### src/rtl/tod_alarm_pkg.sv
package tod_alarm_pkg;
  parameter int DW = 8;
  parameter int SEL_W = 3;

  typedef enum logic [SEL_W-1:0] {
    SEL_SEC  = 3'd0,
    SEL_MIN  = 3'd1,
    SEL_HOUR = 3'd2,
    SEL_DATE = 3'd3,
    SEL_CTRL = 3'd4
  } reg_sel_e;

  typedef enum logic [2:0] {
    RATE_EVERY,
    RATE_S,
    RATE_MS,
    RATE_HMS,
    RATE_DHMS
  } rate_e;

  localparam int AE_BIT  = 7;
  localparam int ABE_BIT = 5;
endpackage

### src/rtl/tod_alarm_regs.sv
module tod_alarm_regs
  import tod_alarm_pkg::*;
(
  input  logic             clk_i,
  input  logic             rst_ni,
  input  logic             we_i,
  input  logic [SEL_W-1:0] sel_i,
  input  logic [DW-1:0]    wdata_i,
  input  logic             pwr_up_i,
  output logic [DW-1:0]    a_sec_o,
  output logic [DW-1:0]    a_min_o,
  output logic [DW-1:0]    a_hour_o,
  output logic [DW-1:0]    a_date_o,
  output logic             ae_o,
  output logic             abe_o
);
  localparam int NREG = 4;
  logic [DW-1:0] set_q [NREG];

  for (genvar g = 0; g < NREG; g++) begin : g_set
    always_ff @(posedge clk_i or negedge rst_ni) begin
      if (!rst_ni) set_q[g] <= '0;
      else if (we_i && sel_i == SEL_W'(g)) set_q[g] <= wdata_i;
    end
  end

  always_ff @(posedge clk_i or negedge rst_ni) begin
    if (!rst_ni) begin
      ae_o  <= 1'b0;
      abe_o <= 1'b0;
    end else if (pwr_up_i) begin
      ae_o  <= 1'b0;
      abe_o <= 1'b0;
    end else if (we_i && sel_i == SEL_CTRL) begin
      ae_o  <= wdata_i[AE_BIT];
      abe_o <= wdata_i[ABE_BIT];
    end
  end

  assign a_sec_o  = set_q[0];
  assign a_min_o  = set_q[1];
  assign a_hour_o = set_q[2];
  assign a_date_o = set_q[3];

  AST_PWRUP_CLEARS: assert property (@(posedge clk_i) disable iff (!rst_ni)
    pwr_up_i |=> (!ae_o && !abe_o));
endmodule

### src/rtl/tod_alarm_match.sv
module tod_alarm_match
  import tod_alarm_pkg::*;
(
  input  logic [DW-1:0] a_sec_i,
  input  logic [DW-1:0] a_min_i,
  input  logic [DW-1:0] a_hour_i,
  input  logic [DW-1:0] a_date_i,
  input  logic [6:0]    sec_i,
  input  logic [6:0]    min_i,
  input  logic [5:0]    hour_i,
  input  logic [5:0]    date_i,
  output rate_e         rate_o,
  output logic          hit_o
);
  logic [3:0] mask;
  logic eq_s, eq_m, eq_h, eq_d;

  assign mask = {a_date_i[DW-1], a_hour_i[DW-1], a_min_i[DW-1], a_sec_i[DW-1]};
  assign eq_s = (a_sec_i[6:0]  == sec_i);
  assign eq_m = (a_min_i[6:0]  == min_i);
  assign eq_h = (a_hour_i[5:0] == hour_i);
  assign eq_d = (a_date_i[5:0] == date_i);

  always_comb begin
    unique case (mask)
      4'b1110: rate_o = RATE_S;
      4'b1100: rate_o = RATE_MS;
      4'b1000: rate_o = RATE_HMS;
      4'b0000: rate_o = RATE_DHMS;
      default: rate_o = RATE_EVERY;  // illegal patterns fall back
    endcase
  end

  always_comb begin
    unique case (rate_o)
      RATE_S:    hit_o = eq_s;
      RATE_MS:   hit_o = eq_s & eq_m;
      RATE_HMS:  hit_o = eq_s & eq_m & eq_h;
      RATE_DHMS: hit_o = eq_s & eq_m & eq_h & eq_d;
      default:   hit_o = 1'b1;
    endcase
  end

  always_comb begin
    AST_ILLEGAL_EVERY: assert (!(mask inside {4'b1111, 4'b1110, 4'b1100, 4'b1000, 4'b0000}) -> hit_o);
  end
endmodule

### src/rtl/tod_alarm_irq.sv
module tod_alarm_irq (
  input  logic clk_i,
  input  logic rst_ni,
  input  logic tick_i,
  input  logic hit_i,
  input  logic ae_i,
  input  logic abe_i,
  input  logic backup_i,
  input  logic acc_i,
  output logic flag_o,
  output logic irq_o
);
  logic acc_q, fire, irq_en, flag_clr;

  assign fire     = tick_i & hit_i;
  assign irq_en   = ae_i & (~backup_i | abe_i);
  // flag drops only at end of access and only once the irq is released
  assign flag_clr = acc_q & ~acc_i & ~irq_o;

  always_ff @(posedge clk_i or negedge rst_ni) begin
    if (!rst_ni) begin
      acc_q  <= 1'b0;
      flag_o <= 1'b0;
      irq_o  <= 1'b0;
    end else begin
      acc_q <= acc_i;
      if (fire)          flag_o <= 1'b1;
      else if (flag_clr) flag_o <= 1'b0;
      if (fire && irq_en) irq_o <= 1'b1;
      else if (acc_i)     irq_o <= 1'b0;
    end
  end

  AST_SET_ON_MATCH: assert property (@(posedge clk_i) disable iff (!rst_ni)
    fire |=> flag_o);
  AST_NO_SET_WITHOUT_TICK: assert property (@(posedge clk_i) disable iff (!rst_ni)
    !tick_i && !flag_o |=> !flag_o);
  AST_ACC_RELEASES_IRQ: assert property (@(posedge clk_i) disable iff (!rst_ni)
    acc_i && !fire |=> !irq_o);
  AST_FLAG_HELD_IN_ACC: assert property (@(posedge clk_i) disable iff (!rst_ni)
    acc_i && flag_o |=> flag_o);
  AST_BACKUP_GATE: assert property (@(posedge clk_i) disable iff (!rst_ni)
    fire && backup_i && !abe_i && !irq_o |=> !irq_o);
  AST_IRQ_NEEDS_FLAG: assert property (@(posedge clk_i) disable iff (!rst_ni)
    irq_o |-> flag_o);
endmodule

### src/rtl/tod_alarm.sv
module tod_alarm
  import tod_alarm_pkg::*;
(
  input  logic             clk_i,
  input  logic             rst_ni,
  input  logic             tick_i,
  input  logic [6:0]       sec_i,
  input  logic [6:0]       min_i,
  input  logic [5:0]       hour_i,
  input  logic [5:0]       date_i,
  input  logic             reg_we_i,
  input  logic [SEL_W-1:0] reg_sel_i,
  input  logic [DW-1:0]    reg_wdata_i,
  input  logic             flag_acc_i,
  input  logic             backup_i,
  input  logic             wdog_req_i,
  output logic             alarm_flag_o,
  output logic             irq_no
);
  logic [DW-1:0] a_sec, a_min, a_hour, a_date;
  logic ae, abe, hit, alarm_irq, backup_q, pwr_up;
  rate_e rate;

  always_ff @(posedge clk_i or negedge rst_ni) begin
    if (!rst_ni) backup_q <= 1'b0;
    else         backup_q <= backup_i;
  end
  assign pwr_up = backup_q & ~backup_i;

  tod_alarm_regs i_regs (
    .clk_i, .rst_ni,
    .we_i(reg_we_i), .sel_i(reg_sel_i), .wdata_i(reg_wdata_i),
    .pwr_up_i(pwr_up),
    .a_sec_o(a_sec), .a_min_o(a_min), .a_hour_o(a_hour), .a_date_o(a_date),
    .ae_o(ae), .abe_o(abe)
  );

  tod_alarm_match i_match (
    .a_sec_i(a_sec), .a_min_i(a_min), .a_hour_i(a_hour), .a_date_i(a_date),
    .sec_i, .min_i, .hour_i, .date_i,
    .rate_o(rate), .hit_o(hit)
  );

  tod_alarm_irq i_irq (
    .clk_i, .rst_ni, .tick_i, .hit_i(hit), .ae_i(ae), .abe_i(abe),
    .backup_i, .acc_i(flag_acc_i),
    .flag_o(alarm_flag_o), .irq_o(alarm_irq)
  );

  assign irq_no = ~(alarm_irq | wdog_req_i);

  AST_WDOG_OR: assert property (@(posedge clk_i) disable iff (!rst_ni)
    wdog_req_i |-> !irq_no);
  AST_EN_NEEDS_AE: assert property (@(posedge clk_i) disable iff (!rst_ni)
    tick_i && hit && !ae && !alarm_irq |=> !alarm_irq);
  AST_RESET_QUIET: assert property (@(posedge clk_i)
    $rose(rst_ni) |-> (!alarm_flag_o && !alarm_irq));
endmodule

### config.mk
export PLATFORM = sky130hd
export DESIGN_NAME = tod_alarm
export DESIGN_NICKNAME = d
export VERILOG_FILES = /design/src/rtl/tod_alarm_pkg.sv /design/src/rtl/tod_alarm_regs.sv /design/src/rtl/tod_alarm_match.sv /design/src/rtl/tod_alarm_irq.sv /design/src/rtl/tod_alarm.sv
export SDC_FILE = /design/constraint.sdc
export NUM_CORES = 1
export LEC_CHECK = 0
export ABC_CLOCK_PERIOD_IN_PS = 1600
export BUFFER_PORTS_ARGS = -buffer_cell sky130_fd_sc_hd__buf_2
export CAP_MARGIN = 20
export CORE_AREA = 2 2 68 70
export DETAILED_ROUTE_END_ITERATION = 12
export DIE_AREA = 0 0 70 72
export PLACE_DENSITY = 0.69
export REMOVE_ABC_BUFFERS = 1
export SLEW_MARGIN = 10
export SYNTH_ARGS = -nofsm -noshare
export SYNTH_HDL_FRONTEND = slang
export SYNTH_HIERARCHICAL = 1
export SYNTH_SLANG_ARGS = --single-unit
### constraint.sdc
create_clock -name clk_i -period 1.6 [get_ports clk_i]
set_input_delay 0.08 -clock clk_i [delete_from_list [all_inputs] [get_ports clk_i]]
set_output_delay 0.08 -clock clk_i [all_outputs]
set_load 0.02 [all_outputs]
# Word-level counts from Yosys, hierarchy flattened
# Index checks and enable logic that the tools add are counted.
[word_totals]
regBits = 38
[op_classes]
bitwise_logic = 14
eq_ne = 15
n_mux = 10
n_reduce_logical = 11
[op_table]
columns = ["op", "count"]
rows = [
  ["7-bit == test", 2],
  ["3-bit by 2-bit == test with 1-bit output (second input constant)", 4],
  ["4-bit == test (second input constant)", 3],
  ["6-bit == test", 2],
  ["3-bit one-hot mux with 4 select lines", 1],
  ["1-bit AND", 8],
  ["1-bit 2-to-1 mux", 8],
  ["3-bit by 1-bit == test with 1-bit output (second input constant)", 2],
  ["3-bit == test (second input constant)", 2],
  ["1-bit logical AND", 6],
  ["2-bit nonzero test", 3],
  ["4-bit logical NOT", 1],
  ["1-bit NOT", 4],
  ["1-bit one-hot mux with 4 select lines", 1],
  ["3-bit logical NOT", 1],
  ["1-bit OR", 2],
]

# Longest topological paths before layout
[depth]
ltp_word = 8
ltp_mapped = 7
mapped_depth_nobuf = 7

# Modules after synthesis
# The synthesis kept the hierarchy.
[modules_own_cells]
columns = ["mod", "area_per_inst_um2", "cells_each", "seq_area_each_um2", "instances"]
rows = [
  ["tod_alarm_regs", 1331.3, 79, 850.8, 1],
  ["tod_alarm_match", 355.3, 48, 0.0, 1],
  ["tod_alarm_irq", 113.9, 9, 75.1, 1],
  ["tod_alarm", 42.5, 3, 25.0, 1],
]

# Worst setup path after synthesis
# OpenSTA, ideal clock, no wires.
[synth_path]
kind = "flip-flop to flip-flop"
startpoint = "register i_regs.set_q (netlist bit i_regs/a_hour_o[3])"
endpoint = "register i_irq.irq_o"
required_ns = 1.518
stages_incl_launch_ff = 8
period_less_slack_ns = 1.352
t_arrival_ns = 1.270
path_slack_ns = 0.248
path_cell_list = "dfrtp_1 xnor2_1 nand4_1 nor4_1 a21oi_1 o211ai_1 nand3_1 o22ai_1"
[synth_between]
elab_chain_cells = 7
word_cells_on_any_way = 8
[synth_lines]
columns = ["element", "line", "rtl"]
rows = [
  ["start: declaration", "tod_alarm_regs.sv:18", "logic [DW-1:0] set_q [NREG];"],
  ["start signal: indexed assignment", "tod_alarm_regs.sv:23", "else if (we_i && sel_i == SEL_W'(g)) set_q[g] <= wdata_i;"],
  ["6-bit == test (*)", "tod_alarm_match.sv:21", "assign eq_h = (a_hour_i[5:0] == hour_i);"],
  ["1-bit AND (*)", "tod_alarm_match.sv:38, tod_alarm_match.sv:39", ""],
  ["1-bit AND", "tod_alarm_match.sv:39", "RATE_DHMS: hit_o = eq_s & eq_m & eq_h & eq_d;"],
  ["1-bit one-hot mux with 4 select lines (*)", "tod_alarm_match.sv:35", "unique case (rate_o)"],
  ["net hit", "tod_alarm.sv:21", "logic ae, abe, hit, alarm_irq, backup_q, pwr_up;"],
  ["1-bit AND (*)", "tod_alarm_irq.sv:15", "assign fire = tick_i & hit_i;"],
  ["1-bit logical AND (*)", "tod_alarm_irq.sv:29", "if (fire && irq_en) irq_o <= 1'b1;"],
  ["1-bit 2-to-1 mux / 2-bit nonzero test (equally long branches)", "-", ""],
  ["end signal: assignment", "tod_alarm_irq.sv:24", "irq_o <= 1'b0;"],
  ["end signal: assignment", "tod_alarm_irq.sv:29", ""],
  ["end signal: assignment", "tod_alarm_irq.sv:30", "else if (acc_i) irq_o <= 1'b0;"],
  ["end: declaration", "tod_alarm_irq.sv:11", "output logic irq_o"],
]
# Mark *: on every way through the listed nets, which the timed path passes. The rest lies on a longest branch.
# A chain may end at the register's enable or synchronous reset.

# Worst setup path after layout
[layout_path]
startpoint = "register i_regs.set_q (netlist bit i_regs/a_min_o[7])"
endpoint = "register i_irq.irq_o"
[layout_between]
elab_chain_cells = 7
word_cells_on_any_way = 14
[layout_lines]
columns = ["element", "line", "rtl"]
rows = [
  ["4-bit == test / 4-bit logical NOT (equally long branches)", "tod_alarm_match.sv:25", "unique case (mask)"],
  ["3-bit one-hot mux with 4 select lines (*)", "tod_alarm_match.sv:25", ""],
  ["3-bit == test, or another cell as far along", "tod_alarm_match.sv:35", ""],
  ["1-bit one-hot mux with 4 select lines (*)", "tod_alarm_match.sv:35", ""],
  ["net hit", "tod_alarm.sv:21", ""],
  ["1-bit AND (*)", "tod_alarm_irq.sv:15", ""],
  ["1-bit logical AND (*)", "tod_alarm_irq.sv:29", ""],
  ["1-bit 2-to-1 mux / 2-bit nonzero test (equally long branches)", "-", ""],
]
# Marks and branches as above.

==> results.cfg <==
[clocking]
cts_root_buf = clkbuf_8
tritoncts = built
clk_path_buf_depth = 2
clock-sinks = 36
numCtsBuffers = 5
clk_latency_ns = 0.28
ctsHtreeMaxLevel = 2
path_clk_slew_ns = 0.07

[layout]
syn_to_final_growth_pct = 24.8
n_antenna_cell = 0
final_util_pct = 51.2
drive_gt1_share_pct = 47.4
fin_area_um2 = 2180
final_nets = 234
nFillCells = 393

[power_and_ir_drop]
total_leakage_power_uw = 0.000966
p_per_area_nw_per_um2 = 1090
irDropWorstVdd_v = 0.000733
power_uw = 2380

[hold_path]
hold_start = tick_i
hold_path.class = in -> reg

[critical_path]
worstPathRequired_ns = 1.80
crit_path_start_kind = flop
timing.rr.start = i_regs/a_min_o[7]
path_class = reg -> reg
worstPathArrival_ns = 1.80
critPathMaxFanout = 2
end_kind = flop
crit_start = i_regs/a_min_o[7]

[timing]
skew_ns = 0.00744
setup_viol = 0
max_freq_mhz = 626
finalHoldViolations = 0
rsz0062_at_grt = true
slew_headroom_pct = 45.9
min_period_ns = 1.60
slew_viol_final = 0
finalCritPeriodShare_pct = 99.9
fin_ws_ns = 0.00219
tightestPinTransition_ns = 0.811

[grt]
antenna_found_initial = 0
grt_max_degree = 37
grt_usage_pct = 16.2
grt_overflow = 0
grt_first_pass_wirelength_um = 6330
grt_pass1_vias = 1315

[floorplan]
die_y_um = 72
die_area_um2 = 5040
num_io_pins = 46
start_util_pct = 41.1
die_w_um = 70
coreArea_um2 = 4260
rows = 24

[logic_synthesis]
syn_area_per_cell_um2 = 13.3
synthesis.area_um2 = 1750
synth_warnings = 6
synth_cells = 132

[detailed_routing]
finalWirelength_um = 3830
avgViaCountPerCell = 5.04
vias = 1219
wl_per_cell_um = 15.8
postRouteAntennaNets = 0
drcViolationCount = 0
dr.first_iter.drc_count = 24
first_pass_iters = 4

[run]
maxCapViolCount = 0

[outcome]
outcome = finished, final reports clean

[place]
io_buffers = 45
dp_slack_ns = -0.0200
dp_hpwl_um = 2950
placed_area_um2 = 2050
finalWeightedCongestion = 0.772
[worst max-delay path, stage by stage, from the launching register on]
cell and delay (ns):
dfrtp_1 0.40, nor3_1 0.18, nand4_1 0.10, nor4_1 0.29, a21oi_1 0.07, o211ai_1 0.26
nand3_1 0.10, o22ai_1 0.12
[cell usage in the layout, fill, tap and decap left out, types with 4 or more instances in the layout]
master	n
buf_2	45
nand2b_1	4
dfrtp_1	36
xor2_1	10
xnor2_1	16
clkbuf_8	5
mux2_2	30
buf_4	5
[area by class of cell]
class,count,area (µm²),area share [%]
Clock inverter,1,5.00,0.229
Multi-Input combinational cell,91,837,38.3
Clock buffer,6,72.6,3.32
Sequential cell,36,901,41.2
Timing Repair Buffer,53,293,13.4
Tap cell,52,65.1,2.98
Inverter,3,11.3,0.515
[per-stage QoR]
step	hold WS (ns)	cells	TNS [ns]
after global routing	0.0528	242	-0.175
final	0.0590	242	0
after CTS	0.0502	242	-0.0143
after floorplan	-0.216	130	0
after global placement	0.199	230	0
after detailed placement	0.217	230	-0.0200
[per-layer routing]
layer  track usage [%]  routed length (µm)  vias to the layer above
li1                  -                   -                      579
met1              19.9                1650                      601
met2              27.4                1970                       37
met3              5.42                 198                        2
met4              4.49                  15                        0
met5                 0                   0                        -
[power by group]
group	internal [µW]	total [µW]	switching, µW	leakage, µW
sequential	1090	1210	123	0.000435
combinational	326	570	244	0.000490
clock	296	593	298	0.0000410
total	1710	2380	664	0.000966
[final timing paths]
kind,to,slack (ns),depth (start not counted)
worst max-delay path,i_irq/irq_o,0.002,7
worst min-delay path,i_irq/flag_o,0.06,2
min in group asynchronous,i_regs/abe_o,0.42,2
worst max register to register,i_irq/irq_o,0.002,7
worst min register to register,i_irq/flag_o,0.51,1
max in group asynchronous,i_regs/a_hour_o[3],0.66,2
[flip-flops by register name (all words and copies together) (netlist names)]
register	count
i_regs/abe_o	1
i_regs/a_min_o	8
i_regs/a_date_o	7
i_irq/irq_o	1
backup_q	1
i_regs/a_hour_o	7
i_irq/acc_q	1
i_regs/a_sec_o	8
i_regs/ae_o	1
i_irq/flag_o	1
[timing repair]
item                                   4_1_cts  5_1_grt
gates resized for setup                      0        1
hold buffers                                 3        0
setup endpoints to repair                    1        2
endpoints found under the hold margin       38        0
setup buffers                                2        0
pin swaps                                    2        0
Note: power is estimated with default switching activity, not from simulation.
